### src/rtl/prd_pkg.sv
package prd_pkg;
  typedef enum logic {POL_PARETO = 1'b0, POL_SINGLE = 1'b1} policy_e;

  function automatic int unsigned beats_for(input int unsigned n, input int unsigned m);
    return (n + m - 1) / m;
  endfunction
endpackage

### src/rtl/prd_dominance.sv
module prd_dominance #(
  parameter int NOBJ  = 2,
  parameter int FIT_W = 16
) (
  input  logic [NOBJ*FIT_W-1:0] a_fit,
  input  logic [NOBJ*FIT_W-1:0] b_fit,
  output logic                  a_dom_b
);
  logic [NOBJ-1:0] ge, gt;

  for (genvar j = 0; j < NOBJ; j++) begin : g_obj
    assign ge[j] = a_fit[j*FIT_W +: FIT_W] >= b_fit[j*FIT_W +: FIT_W];
    assign gt[j] = a_fit[j*FIT_W +: FIT_W] >  b_fit[j*FIT_W +: FIT_W];
  end

  assign a_dom_b = (&ge) && (|gt);
endmodule

### src/rtl/prd_decide.sv
module prd_decide
  import prd_pkg::*;
#(
  parameter int NOBJ   = 2,
  parameter int FIT_W  = 16,
  parameter int OBJ_IW = 1
) (
  input  policy_e               policy,
  input  logic [OBJ_IW-1:0]     obj_idx,
  input  logic [NOBJ*FIT_W-1:0] off_fit,
  input  logic [NOBJ*FIT_W-1:0] par_fit,
  output logic                  sel
);
  logic dom;
  logic single_gt;
  logic [FIT_W-1:0] off_one, par_one;

  prd_dominance #(.NOBJ(NOBJ), .FIT_W(FIT_W)) u_dom (
    .a_fit  (off_fit),
    .b_fit  (par_fit),
    .a_dom_b(dom)
  );

  always_comb begin
    off_one   = '0;
    par_one   = '0;
    single_gt = 1'b0;
    if (int'(obj_idx) < NOBJ) begin
      off_one   = off_fit[int'(obj_idx)*FIT_W +: FIT_W];
      par_one   = par_fit[int'(obj_idx)*FIT_W +: FIT_W];
      single_gt = off_one > par_one;
    end
  end

  assign sel = (policy == POL_SINGLE) ? single_gt : dom;


  always_comb begin
    if (off_fit == par_fit) begin
      equal_vec_chk: assert (!dom) else $error("equal vectors reported as dominating");
    end
  end
endmodule

### src/rtl/prd_beat_ctr.sv
module prd_beat_ctr #(
  parameter int BEATS = 3
) (
  input  logic clk,
  input  logic rst,
  input  logic step,
  output logic first,
  output logic last
);
  localparam int CW = (BEATS > 1) ? $clog2(BEATS) : 1;
  logic [CW-1:0] cnt;

  assign first = (cnt == '0);
  assign last  = (cnt == CW'(BEATS - 1));

  always_ff @(posedge clk) begin
    if (rst)       cnt <= '0;
    else if (step) cnt <= last ? '0 : cnt + 1'b1;
  end


  cnt_range_chk: assert property (@(posedge clk) disable iff (rst)
    int'(cnt) < BEATS) else $error("beat counter out of range");
endmodule

### src/rtl/pareto_repl_unit.sv
module pareto_repl_unit
  import prd_pkg::*;
#(
  parameter int NOBJ    = 2,
  parameter int FIT_W   = 16,
  parameter int CHROM_W = 40,
  parameter int BEAT_W  = 16,
  parameter int ADDR_W  = 6,
  parameter int OBJ_IW  = (NOBJ > 1) ? $clog2(NOBJ) : 1
) (
  input  logic                  clk,
  input  logic                  rst,
  input  logic                  cfg_biased,
  input  logic [OBJ_IW-1:0]     cfg_obj,
  input  logic                  in_valid,
  output logic                  in_ready,
  input  logic [BEAT_W-1:0]     in_beat,
  input  logic [NOBJ*FIT_W-1:0] in_off_fit,
  input  logic [NOBJ*FIT_W-1:0] in_par_fit,
  input  logic [ADDR_W-1:0]     in_par_addr,
  output logic                  out_valid,
  input  logic                  out_ready,
  output logic [BEAT_W-1:0]     out_beat,
  output logic                  out_last,
  output logic                  out_sel,
  output logic [NOBJ*FIT_W-1:0] out_off_fit,
  output logic [ADDR_W-1:0]     out_par_addr
);
  localparam int CHROM_BEATS = beats_for(CHROM_W, BEAT_W);

  policy_e           policy_q;
  logic [OBJ_IW-1:0] obj_q;
  logic              acc, first, last, sel_now;

  assign in_ready = !out_valid || out_ready;
  assign acc      = in_valid && in_ready;

  always_ff @(posedge clk) begin
    if (rst) begin
      policy_q <= policy_e'(cfg_biased);
      obj_q    <= cfg_obj;
    end
  end

  prd_beat_ctr #(.BEATS(CHROM_BEATS)) u_ctr (
    .clk  (clk),
    .rst  (rst),
    .step (acc),
    .first(first),
    .last (last)
  );

  prd_decide #(.NOBJ(NOBJ), .FIT_W(FIT_W), .OBJ_IW(OBJ_IW)) u_dec (
    .policy (policy_q),
    .obj_idx(obj_q),
    .off_fit(in_off_fit),
    .par_fit(in_par_fit),
    .sel    (sel_now)
  );

  always_ff @(posedge clk) begin
    if (rst) begin
      out_valid    <= 1'b0;
      out_beat     <= '0;
      out_last     <= 1'b0;
      out_sel      <= 1'b0;
      out_off_fit  <= '0;
      out_par_addr <= '0;
    end else if (acc) begin
      out_valid <= 1'b1;
      out_beat  <= in_beat;
      out_last  <= last;
      if (first) begin
        out_sel      <= sel_now;
        out_off_fit  <= in_off_fit;
        out_par_addr <= in_par_addr;
      end
    end else if (out_ready) begin
      out_valid <= 1'b0;
    end
  end


  cfg_frozen_chk: assert property (@(posedge clk) disable iff (rst)
    1'b1 |=> ($stable(policy_q) && $stable(obj_q))) else $error("configuration changed");


  sel_hold_chk: assert property (@(posedge clk) disable iff (rst)
    (acc && !first) |=> ($stable(out_sel) && $stable(out_par_addr) && $stable(out_off_fit)))
    else $error("per-individual fields changed mid-individual");


  stall_hold_chk: assert property (@(posedge clk) disable iff (rst)
    (out_valid && !out_ready) |=> (out_valid && $stable(out_beat) && $stable(out_last)
                                   && $stable(out_sel)))
    else $error("output moved during stall");


  stall_block_chk: assert property (@(posedge clk) disable iff (rst)
    (out_valid && !out_ready) |-> !in_ready) else $error("input accepted during stall");
endmodule

### config.mk
export PLATFORM = sky130hd
export DESIGN_NAME = pareto_repl_unit
export DESIGN_NICKNAME = d
export VERILOG_FILES = /design/src/rtl/prd_pkg.sv /design/src/rtl/prd_dominance.sv /design/src/rtl/prd_decide.sv /design/src/rtl/prd_beat_ctr.sv /design/src/rtl/pareto_repl_unit.sv
export SDC_FILE = /design/constraint.sdc
export NUM_CORES = 1
export LEC_CHECK = 0
export ABC_AREA = 0
export BUFFER_PORTS_ARGS = -buffer_cell sky130_fd_sc_hd__buf_2
export CORE_MARGIN = 5
export CORE_UTILIZATION = 40
export CTS_CLUSTER_SIZE = 10
export DETAILED_ROUTE_END_ITERATION = 12
export PLACE_DENSITY = 0.67
export RECOVER_POWER = 100
export SYNTH_ARGS = -nofsm -noshare
export SYNTH_HDL_FRONTEND = slang
export SYNTH_HIERARCHICAL = 1
export SYNTH_SLANG_ARGS = --single-unit
### constraint.sdc
create_clock -name clk -period 3.1 [get_ports clk]
set_input_delay 0.31 -clock clk [delete_from_list [all_inputs] [get_ports clk]]
set_output_delay 0.31 -clock clk [all_outputs]
set_load 0.02 [all_outputs]
After elaboration in Yosys (flattened, before gate mapping). Index checks and enable logic that the tools add are counted.

Order comparisons: 5. Shift-type cells: 2. Reductions and logical operators: 9. Eq/ne operators: 1. Add/sub/neg operators: 1. Muxes and demuxes: 4.

Operators by type and width (count): variable part select 32 x 6 -> 16 bit (2); > comparator 16 bit (3); greater-or-equal comparator 16 bit (2); AND reduction 2 bit (2); 2-to-1 mux 1 bit (3); adder 2 x 1 -> 2 bit, second input constant (1); equality test 2 bit, second input constant (1); logical AND 1 bit (2); zero test 2 bit (1); 2-to-1 mux 2 bit (1); nonzero test 2 bit (1); OR reduction 2 bit (1); zero test 1 bit (1); logical OR 1 bit (1).

Input bits: 92. Logic and storage cells: 31. Flip-flop bits (word level): 61. Output and inout bits: 58.

Logic depth before layout (Yosys ltp).
Depth in word-level cells: 4. Mapped depth: 12. Depth with buffers taken out: 12.

By module. The synthesis kept the hierarchy.

By module, submodules not included: pareto_repl_unit (seq. area each 1201.2 um^2, cells an instance 255, times used 1, area an instance 2496.1 um^2); prd_dominance (seq. area each 0.0 um^2, cells an instance 115, times used 1, area an instance 807.0 um^2); prd_decide (seq. area each 0.0 um^2, cells an instance 82, times used 1, area an instance 752.0 um^2); prd_beat_ctr (seq. area each 40.0 um^2, cells an instance 10, times used 1, area an instance 90.1 um^2).

Worst setup path after synthesis. No wires, ideal clock.

Kind: in2reg. Start point: input port in_par_fit[31]. End point: register out_sel. Slack: 0.697 ns. Required time: 3.028 ns. Arrival time: 2.331 ns. Library setup time: 0.072 ns. Cell stages on the path: 12. Buffers on the path: 0. Cell sequence: inv_1 > ha_1 > nand4_1 > or4_1 > nor4_1 > nor3_1 > a211oi_1 > nor2_1 > a31o_1 > a21oi_2 > nand2b_1 > mux2i_1.

Word-level cells in the longest chain between the ends: 4. Elaborated cells on any way between the ends: 8. Those cells by class: order compare: 3; shift: 1; mux: 1; reduce/logical: 3.

RTL lines: start, declared (line pareto_repl_unit.sv:19) `input logic [NOBJ*FIT_W-1:0] in_par_fit,`; greater-or-equal comparator 16 bit or > comparator 16 bit (tied branches) (line prd_dominance.sv:12, prd_dominance.sv:13); AND reduction 2 bit or OR reduction 2 bit (tied branches) (line prd_dominance.sv:16) `assign a_dom_b = (&ge) && (|gt);`; logical AND 1 bit * (line prd_dominance.sv:16); named net u_dec.dom (line prd_decide.sv:14) `logic dom;`; 2-to-1 mux 1 bit * (line prd_decide.sv:35) `assign sel = (policy == POL_SINGLE) ? single_gt : dom;`; named net sel_now (line pareto_repl_unit.sv:33) `logic acc, first, last, sel_now;`; end signal, assigned (line pareto_repl_unit.sv:74) `out_sel <= sel_now;`; end, declared (line pareto_repl_unit.sv:25) `output logic out_sel,`.

The timed path passes the listed nets; every way through them passes the cells marked *. A chain may end at the register's enable or synchronous reset.

Worst setup path in the final report.
Start point: register out_valid. End point: register out_par_addr[4].

Word-level cells in the longest chain between the ends: 4.

RTL lines: start, declared (line pareto_repl_unit.sv:21) `output logic out_valid,`; start signal, assigned (line pareto_repl_unit.sv:63) `out_valid <= 1'b0;`; start signal, assigned (line pareto_repl_unit.sv:70) `out_valid <= 1'b1;`; start signal, assigned (line pareto_repl_unit.sv:79) `out_valid <= 1'b0;`; zero test 1 bit (line pareto_repl_unit.sv:35) `assign in_ready = !out_valid || out_ready;`; logical OR 1 bit (line pareto_repl_unit.sv:35); logical AND 1 bit (line pareto_repl_unit.sv:36) `assign acc = in_valid && in_ready;`; AND reduction 2 bit (no source line); end signal, assigned (line pareto_repl_unit.sv:76) `out_par_addr <= in_par_addr;`; end, declared (line pareto_repl_unit.sv:27) `output logic [ADDR_W-1:0] out_par_addr`.

Every way passes these cells.

==> results.md <==
- Post-route ant nets: 0
- Cell count of the worst hold path: 1
- Tmin final: 2610 ps
- Drt via density: 5.07
- Number of global-route vias before repair: 3807
- Yosys reg bits: 61
- Core area: 10200 um^2
- DR DRC count: 0
- Final GP Congestion: 0.905
- Yosys top cell area share: 28.5%
- Mapped Cells: 462
- # clock sinks: 61
- Final Max Slew Viols: 57
- Worst slew pin tran: 1710 ps
- Overflow after GRT: 0
- Cell area after layout: 5140 um^2
- CP startpoint: out_valid
- Mapped Area: 4150 um^2
- Ant. Diodes: 0
- Share of post-route cells with drive strength above 1: 21.7%
- RSZ-0062 raised after global routing: false
- 1st-pass router iterations: 4
- WP data arrival: 2860 ps
- CP delay by family, top: simple AND/OR/NAND/NOR gates
- First-pass GRT wire length: 17.8 mm
- Die area: 12500 um^2
- Site row count: 37
- R2R setup slack: 490 ps
- Clk pin slew, worst setup/hold paths: 80 ps
- Overall fraction of global-route tracks in use: 17.2%
- Run status: finished with violations
- Syn-to-layout area delta: 24.1%
- Worst R2R Path Depth: 5
- Die Y: 112 um
- Fin nets: 742
- Crit. path cell count: 5
- WL/cell: 14.9 um
- Synth Flop Type: dfxtp_1
- Largest net degree at the start of global routing: 57
- Fin crit share: 84.1%
- Hold-fix buffers, CTS: 0
- Initial DRC count: 148
- CTS Buf Count: 9
- Starting Density: 40.5%
- CP bufs+invs: 2
- Dpl cell area: 4970 um^2
- Filler cells: 1013
- Max-slew headroom: -14.3%
- CP max-delay cell: and3_2
- Kind of critical path: reg -> reg
- Worst Clk Skew: 10.3 ps
- Crit Path Max Fanout: 39
- Max incr delay on CP: 1110 ps
- Req. time, crit path: 3350 ps
- Synth area leaders: dfxtp_1 (28%), ha_1 (14%), mux2i_1 (13%), nand2b_1 (12%), a21oi_1 (4.7%)
- Via Count: 3767
- Deepest clock path buffer count: 2
- Die width: 112 um
- RR Endpoint: out_par_addr[4]
- Clk_lat worst skew: 340 ps
- Failing checks: max-capacitance violations, max-slew violations
- Routed WL: 11.0 mm
- Hold Violations, Final: 0
- Avg Cell Area, Syn: 8.97 um^2
- IO Port Bufs: 149
- Leakage power: 0.00234 uW
- HP Class: in -> reg
- Maxcap violations: 1
- R2r startpoint: out_valid
- Crit. End Element: register
- Synth warn: 6
- Pwr Density: 469 nW/um^2
- Register area share after synthesis: 29.9%
- Post-CTS Setup Bufs: 0
- Post-CTS sizing: 0
- Initial antenna violation count: 0
- CP Capture Point: out_par_addr[4]
- VDD IR max: 0.000235 V
- CTS tree: built
- F_max: 0.383 GHz
- CTS H-tree lvls: 3
- Number of synthesized flops with an enable pin: 2
- Post-synth top area cell: dfxtp_1
- Top cells by instance count after synthesis: nand2b_1 (79), dfxtp_1 (59), mux2i_1 (55)
- Half-perimeter wire length after placement: 8.62 mm
- Most frequent cell after synthesis: nand2b_1
- Asr flop ratio synth: 0%
- Final setup TNS: 0 ps
- Root Buffer: clkbuf_8
- Crit-path cells: nor2b_2, buf_4, inv_1, and3_2, mux2i_1
- Syn nets: 602
- Io pins: 150
- Setup violations, final: 0
- Crit start category: register
- Number of distinct library cells after synthesis: 45
-- routing by layer --
| layer | wire length [um] | share of wire (%) | vias up | track usage, % |
|---|---|---|---|---|
| li1 | - | - | 1880 | - |
| met1 | 4760 | 43 | 1740 | 20.8 |
| met2 | 5240 | 47 | 135 | 29.5 |
| met3 | 888 | 8.0 | 12 | 4.73 |
| met4 | 158 | 1.4 | 0 | 5.92 |
| met5 | 0 | 0 | - | 0 |
-- flip-flops by register name, summed over array words and instances (netlist names) --
| register | count |
|---|---|
| out_sel | 1 |
| out_valid | 1 |
| u_ctr/cnt | 2 |
| obj_q | 1 |
| policy_q | 1 |
| out_off_fit | 32 |
| out_par_addr | 6 |
| out_last | 1 |
| out_beat | 16 |
-- cell type report --
type                            instances  area (um^2)  share of cell area (%)
Timing Repair Buffer                  155          714                    13.9
Clock buffer                           10          128                    2.48
Clock inverter                          6          134                    2.60
Multi-Input combinational cell        339         2620                    50.9
Tap cell                              136          170                    3.31
Sequential cell                        61         1240                    24.1
Inverter                               36          135                    2.63
-- metrics by stage --
stage	utilization (%)	worst slack, ps	hold slack, ps	cells	total power (uW)
after floorplan	-	697	379	462	1290
after global placement	48.6	428	454	727	1480
after detailed placement	48.6	311	459	727	1500
after CTS	51.2	524	124	743	2460
after global routing	50.3	297	133	743	2550
final	50.3	492	142	743	2410
-- worst min path at each step --
| stage | start | endpoint | slack, ps |
|---|---|---|---|
| global placement | out_par_addr[3] | out_par_addr[3] | 450 |
| finish | cfg_biased | policy_q | 140 |
| CTS | cfg_biased | policy_q | 120 |
| global route | cfg_biased | policy_q | 130 |
| detailed placement | out_off_fit[7] | out_off_fit[7] | 460 |
| floorplan | rst | u_ctr/cnt[0] | 380 |
-- logic make-up (layout without fill, tap and decap cells) --
logic type      after synthesis  count (layout)  synth area share (%)
simple gates                146             146                  21.1
compound gates               74              74                  10.1
mux                          71              71                  17.6
buf+inv                      62             207                  6.76
flops                        61              61                  29.9
fa+ha+maj                    48              48                  14.5
-- power breakdown --
group | total (uW) | switching (uW) | internal [uW]
clock network | 946 | 330 | 616
logic | 588 | 338 | 250
registers | 878 | 33.9 | 844
-- layout by cell type, fill, tap and decap left out, drive strengths merged, types with 2 or more instances in the layout --
master  instances
nor3            5
nand3          22
o21ai          22
ha             48
nand2          12
mux2i          55
nor2            8
and3            2
or2b            2
nor2b           3
mux2           16
dfxtp          59
clkbuf         70
edfxtp          2
bufinv          4
nand2b         79
buf            95
nand4           7
a21oi          40
nor4            3
inv            37
a211oi          3
(Power assumes the default switching activity.)
